File: config.mk
export PLATFORM = sky130hd
export DESIGN_NAME = refresh_req_gen
export DESIGN_NICKNAME = d
export VERILOG_FILES = /design/src/rtl/rrg_pkg.sv /design/src/rtl/rrg_phase_gen.sv /design/src/rtl/rrg_reload_hold.sv /design/src/rtl/rrg_down_counter.sv /design/src/rtl/rrg_req_latch.sv /design/src/rtl/refresh_req_gen.sv
export SDC_FILE = /design/constraint.sdc
export NUM_CORES = 1
export LEC_CHECK = 0
export CORE_MARGIN = 1.5
export CORE_UTILIZATION = 50
export CTS_BUF_LIST = sky130_fd_sc_hd__clkbuf_8
export CTS_CLUSTER_SIZE = 14
export DETAILED_ROUTE_END_ITERATION = 6
export GPL_TIMING_DRIVEN = 0
export PLACE_DENSITY_LB_ADDON = 0.3
export SLEW_MARGIN = 40
export SYNTH_ARGS = -nofsm -noshare
export SYNTH_HDL_FRONTEND = slang
export SYNTH_SLANG_ARGS = --single-unit
File: constraint.sdc
create_clock -name clk_2x -period 2.43 [get_ports clk_2x]
set_input_delay 0.3645 -clock clk_2x [delete_from_list [all_inputs] [get_ports clk_2x]]
set_output_delay 0.3645 -clock clk_2x [all_outputs]
set_load 0.1 [all_outputs]
File: src/rtl/rrg_pkg.sv
package rrg_pkg;
  localparam int PH_W = 3;
  typedef logic [PH_W-1:0] phase_t;
  // phase values as sampled at the edge where each action happens
  localparam phase_t PH_TICK  = 3'd7;  // count steps on the following edge
  localparam phase_t PH_LEAVE = 3'd0;  // output level updated
  localparam phase_t PH_TRIM  = 3'd1;  // extra low edge for reload 1
endpackage

File: src/rtl/rrg_phase_gen.sv
module rrg_phase_gen
  import rrg_pkg::*;
(
  input  logic   clk,
  input  logic   rst_n,
  output phase_t ph_o
);
  phase_t ph_q;

  always_ff @(posedge clk or negedge rst_n) begin
    if (!rst_n) ph_q <= '0;
    else        ph_q <= ph_q + PH_W'(1);
  end

  assign ph_o = ph_q;

  AST_PH_STEP: assert property (@(posedge clk) disable iff (!rst_n)
    $past(rst_n) |-> ph_q == PH_W'($past(ph_q) + PH_W'(1)));
endmodule

File: src/rtl/rrg_reload_hold.sv
module rrg_reload_hold #(
  parameter int CNT_W        = 16,
  parameter int RESET_RELOAD = 18
) (
  input  logic             clk,
  input  logic             rst_n,
  input  logic             wr_en_i,
  input  logic [CNT_W-1:0] wr_val_i,
  output logic [CNT_W-1:0] pend_o
);
  logic [CNT_W-1:0] pend_q;
  logic             take;

  assign take = wr_en_i && (wr_val_i != '0);

  always_ff @(posedge clk or negedge rst_n) begin
    if (!rst_n)    pend_q <= CNT_W'(RESET_RELOAD);
    else if (take) pend_q <= wr_val_i;
  end

  assign pend_o = pend_q;

  AST_ZERO_WRITE_KEEPS: assert property (@(posedge clk) disable iff (!rst_n)
    (wr_en_i && wr_val_i == '0) |=> $stable(pend_q));
  AST_LAST_WRITE_WINS: assert property (@(posedge clk) disable iff (!rst_n)
    (wr_en_i && wr_val_i != '0) |=> pend_q == $past(wr_val_i));
  AST_PEND_NONZERO: assert property (@(posedge clk) disable iff (!rst_n)
    pend_q != '0);
endmodule

File: src/rtl/rrg_down_counter.sv
module rrg_down_counter
  import rrg_pkg::*;
#(
  parameter int CNT_W        = 16,
  parameter int RESET_RELOAD = 18
) (
  input  logic             clk,
  input  logic             rst_n,
  input  phase_t           ph_i,
  input  logic [CNT_W-1:0] reload_i,
  output logic             lvl_o,
  output logic             rise_o
);
  localparam logic [CNT_W-1:0] ONE = CNT_W'(1);

  logic [CNT_W-1:0] cnt_q;
  logic             term_q;   // previous count step ended on 1
  logic             out_q;
  logic             out_d;
  logic             at_one;

  assign at_one = (cnt_q == ONE);

  always_comb begin
    out_d = out_q;
    if (ph_i == PH_LEAVE)
      out_d = !at_one || term_q;
    else if (ph_i == PH_TRIM && at_one && term_q)
      out_d = 1'b0;
  end

  always_ff @(posedge clk or negedge rst_n) begin
    if (!rst_n) begin
      cnt_q  <= CNT_W'(RESET_RELOAD);
      term_q <= 1'b0;
      out_q  <= 1'b1;
    end else begin
      if (ph_i == PH_TICK) begin
        cnt_q  <= at_one ? reload_i : cnt_q - ONE;
        term_q <= at_one;
      end
      out_q <= out_d;
    end
  end

  assign lvl_o  = out_q;
  assign rise_o = out_d && !out_q;

  AST_CNT_NONZERO: assert property (@(posedge clk) disable iff (!rst_n)
    cnt_q != '0);
  AST_CNT_STEADY: assert property (@(posedge clk) disable iff (!rst_n)
    (ph_i != PH_TICK) |=> $stable(cnt_q));
  AST_OUT_PHASE: assert property (@(posedge clk) disable iff (!rst_n)
    ($past(rst_n) && !$stable(out_q)) |-> ($past(ph_i) == PH_LEAVE || $past(ph_i) == PH_TRIM));
endmodule

File: src/rtl/rrg_req_latch.sv
module rrg_req_latch (
  input  logic clk,
  input  logic rst_n,
  input  logic lvl_i,
  input  logic rise_i,
  input  logic ack_i,
  output logic req_o
);
  logic req_q;

  always_ff @(posedge clk or negedge rst_n) begin
    if (!rst_n)      req_q <= 1'b0;
    else if (ack_i)  req_q <= 1'b0;
    else if (rise_i) req_q <= 1'b1;
  end

  assign req_o = req_q;

  AST_ACK_CLEARS: assert property (@(posedge clk) disable iff (!rst_n)
    ack_i |=> !req_q);
  AST_HELD_UNTIL_ACK: assert property (@(posedge clk) disable iff (!rst_n)
    (req_q && !ack_i) |=> req_q);
  AST_SET_ON_RISE: assert property (@(posedge clk) disable iff (!rst_n)
    $rose(req_q) |-> $rose(lvl_i));
  AST_RISE_LOST: assert property (@(posedge clk) disable iff (!rst_n)
    (rise_i && ack_i) |=> !req_q);
endmodule

File: src/rtl/refresh_req_gen.sv
module refresh_req_gen
  import rrg_pkg::*;
#(
  parameter int CNT_W        = 16,
  parameter int RESET_RELOAD = 18
) (
  input  logic             clk_2x,
  input  logic             rst_n,
  input  logic             wr_en,
  input  logic [CNT_W-1:0] wr_val,
  input  logic             ack,
  output logic             req
);
  phase_t           ph;
  logic [CNT_W-1:0] pend;
  logic             lvl;
  logic             rise;

  rrg_phase_gen u_phase (
    .clk   (clk_2x),
    .rst_n (rst_n),
    .ph_o  (ph)
  );

  rrg_reload_hold #(.CNT_W(CNT_W), .RESET_RELOAD(RESET_RELOAD)) u_hold (
    .clk      (clk_2x),
    .rst_n    (rst_n),
    .wr_en_i  (wr_en),
    .wr_val_i (wr_val),
    .pend_o   (pend)
  );

  rrg_down_counter #(.CNT_W(CNT_W), .RESET_RELOAD(RESET_RELOAD)) u_cnt (
    .clk      (clk_2x),
    .rst_n    (rst_n),
    .ph_i     (ph),
    .reload_i (pend),
    .lvl_o    (lvl),
    .rise_o   (rise)
  );

  rrg_req_latch u_latch (
    .clk    (clk_2x),
    .rst_n  (rst_n),
    .lvl_i  (lvl),
    .rise_i (rise),
    .ack_i  (ack),
    .req_o  (req)
  );
endmodule

# After elaboration in Yosys (flattened, before gate mapping)
# Cells that the tools add are included.
# W data, S select, Z words.
dict set report word_totals {
  register_bits 38
  latchBits 0
  mem_bits_rw 0
  rom_bits 0
  input_bits 20
  word_cells 26
  mem_count 0
}
dict set report op_classes {
  n_addsub 2
  n_mul 0
  div 0
  n_lt_le_gt_ge 0
  eq_ne 3
  n_shift 0
  muxes 5
  n_bitwise 0
  reduce_logical 10
}
# operator n
set ops {}
lappend ops {{$eq A16 B1 Y1 const B} 1}
lappend ops {{$mux W16} 1}
lappend ops {{$reduce_bool A16 Y1} 1}
lappend ops {{$sub A16 B1 Y16 const B} 1}
lappend ops {{$logic_and A1 B1 Y1} 4}
lappend ops {{$mux W1} 4}
lappend ops {{$add A3 B1 Y3 const B} 1}
lappend ops {{$eq A3 B1 Y1 const B} 1}
lappend ops {{$eq A3 B3 Y1 const B} 1}
lappend ops {{$logic_not A3 Y1} 1}
lappend ops {{$logic_not A1 Y1} 2}
lappend ops {{$reduce_bool A2 Y1} 1}
lappend ops {{$logic_or A1 B1 Y1} 1}

# Longest topological paths before layout
dict set report depth {
  depth_word 8
  depth_mapped 7
}

# By module
# A second synthesis with hierarchy kept.
dict set report unflattened {
  hier_cells 184
  area_unflattened_um2 1964.4
}
# mod instances cells_per_inst area_per_inst_um2 seq_area_each_um2
set modules_own_cells {}
lappend modules_own_cells {rrg_down_counter 1 137 1152.4 454.2}
lappend modules_own_cells {rrg_reload_hold 1 39 676.9 402.9}
lappend modules_own_cells {rrg_phase_gen 1 6 100.1 75.1}
lappend modules_own_cells {rrg_req_latch 1 2 35.0 25.0}

# Least setup slack after synthesis
# No wires, ideal clock.
dict set report synth_path {
  path_type {register -> register}
  start {register u_cnt.cnt_q[0]}
  end {register u_cnt.cnt_q[8]}
  t_arrival_ns 1.619
  required_ns 2.290
  path_slack_ns 0.671
  path_stages_with_launch 7
  path_cell_list {dfrtp_1 > inv_1 > ha_1 > nor3b_1 > nand2_1 > o41ai_1 > o211ai_1}
}
dict set report synth_between {
  elab_chain_len 2
  word_cells_on_any_way 3
  classes_between {add/sub (1); eq/ne (1); mux (1)}
}
# element line
set synth_rtl {}
lappend synth_rtl {{from (decl)} rrg_down_counter.sv:16} ;# logic [CNT_W-1:0] cnt_q;
lappend synth_rtl {{from (signal assigned)} rrg_down_counter.sv:34} ;# cnt_q <= CNT_W'(RESET_RELOAD);
lappend synth_rtl {{from (signal assigned)} rrg_down_counter.sv:39} ;# cnt_q <= at_one ? reload_i : cnt_q - ONE;
lappend synth_rtl {{$sub A16 B1 Y16 / $eq A16 B1 Y1 (equally long branches)} {rrg_down_counter.sv:39, rrg_down_counter.sv:22}}
lappend synth_rtl {{$mux W16 *} rrg_down_counter.sv:39}
# Every way passes the cells marked *; elsewhere a longest branch is shown, timed or not.
# A chain may end at the register's enable or synchronous reset.

# Worst setup path in the final report
# Ends and elaborated chain as after synthesis.

==> flow_metrics.env <==
export IMPL_outcome="finished clean"
export IMPL_clock_path_buffers=2
export IMPL_area_growth_pct=18.0
export IMPL_coreArea_um2=3770
export IMPL_synth_edff_count=0
export IMPL_holdWs_ns=0.488
export IMPL_slew_violations=0
export IMPL_drive_gt1_share_pct=16.2
export IMPL_worstPathRequired_ns=2.59
export IMPL_netlist_instances=198
export IMPL_power_frac_seq_pct=57.0
export IMPL_hold_violations=0
export IMPL_rsz0062_at_grt="false"
export IMPL_viasPerCell=6.13
export IMPL_synth_distinct_cells=47
export IMPL_relSlewSlack_pct=46.2
export IMPL_tritoncts="built"
export IMPL_reg2reg_depth=6
export IMPL_routabilityCongestion=0.881
export IMPL_p_switching_w=0.000272
export IMPL_clk_pin_slew_ns=0.07
export IMPL_first_iter_violations=99
export IMPL_synth_seq_area_share_pct=47.1
export IMPL_rr_startpoint="u_cnt.cnt_q[0]"
export IMPL_grt_pass1_vias=1628
export IMPL_finalWirelength_mm=4.48
export IMPL_cp_end_kind="flip-flop"
export IMPL_ir_worst_vdd_mv=0.513
export IMPL_root_buffer="clkbuf_8"
export IMPL_cpPeakStageDelay_ns=0.69
export IMPL_cts_buffers=5
export IMPL_routedWlPerCell_um=16.2
export IMPL_power_density_nw_per_um2=493
export IMPL_grt_pass1_wl_mm=7.60
export IMPL_netlist_area_um2=2030
export IMPL_cellLeakagePower_nw=0.969
export IMPL_yosys_most_used_dff="dfrtp_1"
export IMPL_tightestPinTransition_ns=0.805
export IMPL_period_needed_ns=2.28
export IMPL_path_cells="inv_1 > ha_1 > nor3b_1 > nand2_1 > o41ai_1 > o211ai_1"
export IMPL_grt_max_degree=26
export IMPL_dp_hpwl_mm=3.39
export IMPL_endpoint="u_cnt.cnt_q[8]"
export IMPL_post_cts_buffers=0
export IMPL_detail_route_first_pass_iterations=5
export IMPL_start_util_pct=53.9
export IMPL_drcViolationCount=0
export IMPL_antenna_cells=0
export IMPL_ctsResizeCount=0
export IMPL_fmax_mhz=439
export IMPL_synth_net_count=224
export IMPL_crit_cells=6
export IMPL_antenna_found_initial=0
export IMPL_htreeDepth=2
export IMPL_drv_cap=0
export IMPL_clock_sinks=38
export IMPL_ys_seq_elements=38
export IMPL_worstSkewPairLatency_ns=0.29
export IMPL_fp_dieH_um=66.8
export IMPL_cp_max_fo=7
export IMPL_crit_arrival_ns=2.44
export IMPL_pin_count=21
export IMPL_finish_utilization_pct=63.6
export IMPL_path_class="reg -> reg"
export IMPL_synth_area_per_cell_um2=10.3
export IMPL_fp_dieW_um=66.8
export IMPL_fillers=299
export IMPL_num_vias=1692
export IMPL_rr_endpoint="u_cnt.cnt_q[8]"
export IMPL_async_flop_share_pct=100
export IMPL_crit_buf_inv=1
export IMPL_setup_violations=0
export IMPL_die_area_um2=4460
export IMPL_internal_power_w=0.000911
export IMPL_power_frac_comb_pct=7.9
export IMPL_startpoint_type="flip-flop"
export IMPL_nNetsFinal=253
export IMPL_p_sw_share_pct=23.0
export IMPL_hold_buffers=1
export IMPL_rows=22
export IMPL_crit_path_start="u_cnt.cnt_q[0]"
export IMPL_pwr_share_clk_pct=35.2
export IMPL_gr_total_overflow=0
export IMPL_period_share_pct=93.7
export IMPL_yosys_warnings=0
export IMPL_slowest_stage="nor3b_1"
export IMPL_skew_ns=0.00496
export IMPL_grtUsageTotal_pct=23.0
export IMPL_hold_path_class="reg -> reg"
export IMPL_regToRegSetupSlack_ns=0.15
export IMPL_ant_nets=0
export IMPL_port_buffers=20
export IMPL_crit_family="simple AND/OR/NAND/NOR gates"
how the worst min path moves through the flow:
stage / start / endpoint / depth (start not counted)
after CTS: u_phase.ph_o[0] / u_phase.ph_o[0] / 1
after global placement: u_phase.ph_o[0] / u_phase.ph_o[0] / 1
after floorplan: rst_n / u_cnt.cnt_q[0] / 0
after global routing: u_phase.ph_o[0] / u_phase.ph_o[0] / 1
final: u_phase.ph_o[0] / u_phase.ph_o[0] / 1
after detailed placement: rst_n / u_cnt.cnt_q[3] / 1
cells by family (layout without fill, tap and decap cells):
| logic type | count (synthesis) | count (layout) | synth area share (%) |
|---|---|---|---|
| muxes | 12 | 12 | 6.59 |
| AOI/OAI and AO/OA | 54 | 54 | 19.5 |
| and+or+nand+nor | 65 | 65 | 18.3 |
| buffers and inverters | 23 | 53 | 4.86 |
| adders and majority gates | 6 | 6 | 3.69 |
| DFF | 38 | 38 | 47.1 |
registers in the layout (all words and copies together) (netlist names):
| name | count |
|---|---|
| u_cnt.cnt_q | 16 |
| u_latch.req_o | 1 |
| u_hold.pend_o | 16 |
| u_phase.ph_o | 3 |
| u_cnt.lvl_o | 1 |
| u_cnt.term_q | 1 |
routing by layer:
metal  GRT usage, %  up-vias  routed length [um]
li1               -      805                   -
met1           31.4      812                2040
met2           36.1       71                2060
met3           5.07        4                 320
met4           7.91        0                  51
met5              0        -                   0
layout make-up:
class / count / area, um2 / area share, %
multi-input combinational: 137 / 976 / 40.7
sequential: 38 / 957 / 39.9
timing repair buffer: 22 / 220 / 9.18
clock buffer: 5 / 68.8 / 2.87
inverter: 16 / 60.1 / 2.50
tap: 48 / 60.1 / 2.50
buffer: 7 / 38.8 / 1.62
clock inverter: 3 / 17.5 / 0.730
power by group through the flow:
stage,clock [W],sequential [W],combinational [W]
3_3_place_gp,0,0.000685,0.0000881
6_report,0.000416,0.000674,0.0000929
3_5_place_dp,0,0.000686,0.0000927
2_1_floorplan,0,0.000680,0.0000352
5_1_grt,0.000456,0.000677,0.000104
4_1_cts,0.000424,0.000674,0.0000944
cell usage in the layout (no fill, tap or decap), types with 7 or more instances in the layout:
master,count
a211oi_1,7
clkdlybuf4s50_1,18
dfrtp_1,33
inv_1,17
mux2_2,11
nand2_1,12
nand3_1,7
nor2_1,9
nor3_1,7
o21ai_0,13
synthesized netlist by cell type, types with 2 or more instances:
cell,count,area share (%)
a211oi_1,7,2.6
a21oi_1,5,1.2
a22o_1,2,0.86
a2bb2oi_1,5,2.2
a311oi_1,6,2.6
a41o_1,2,0.99
and2_1,4,1.2
and3_1,3,0.92
clkbuf_1,4,0.74
dfrtp_1,33,41
dfstp_2,5,6.5
ha_1,6,3.7
inv_1,16,3.0
mux2_2,11,6.1
nand2_1,12,2.2
nand2b_1,2,0.62
nand3_1,7,1.7
nand4_1,5,1.5
nor2_1,9,1.7
nor3_1,7,1.7
nor4_1,6,1.8
o21ai_0,13,3.2
o22ai_1,2,0.62
o41ai_1,2,0.86
or3_1,2,0.62
stage by stage:
stage | total power [W] | setup TNS (ns) | area (um2) | worst slack, ns | std cells
final | 0.00118 | 0 | 2400 | 0.153 | 276
after global routing | 0.00124 | 0 | 2400 | 0.0124 | 276
after CTS | 0.00119 | 0 | 2400 | 0.178 | 276
after detailed placement | 0.000779 | -0.168 | 2300 | -0.130 | 267
after global placement | 0.000773 | -0.186 | 2290 | -0.138 | 266
after floorplan | 0.000715 | 0 | 2030 | 0.671 | 198
No activity file was read; power rests on OpenSTA's default activity.
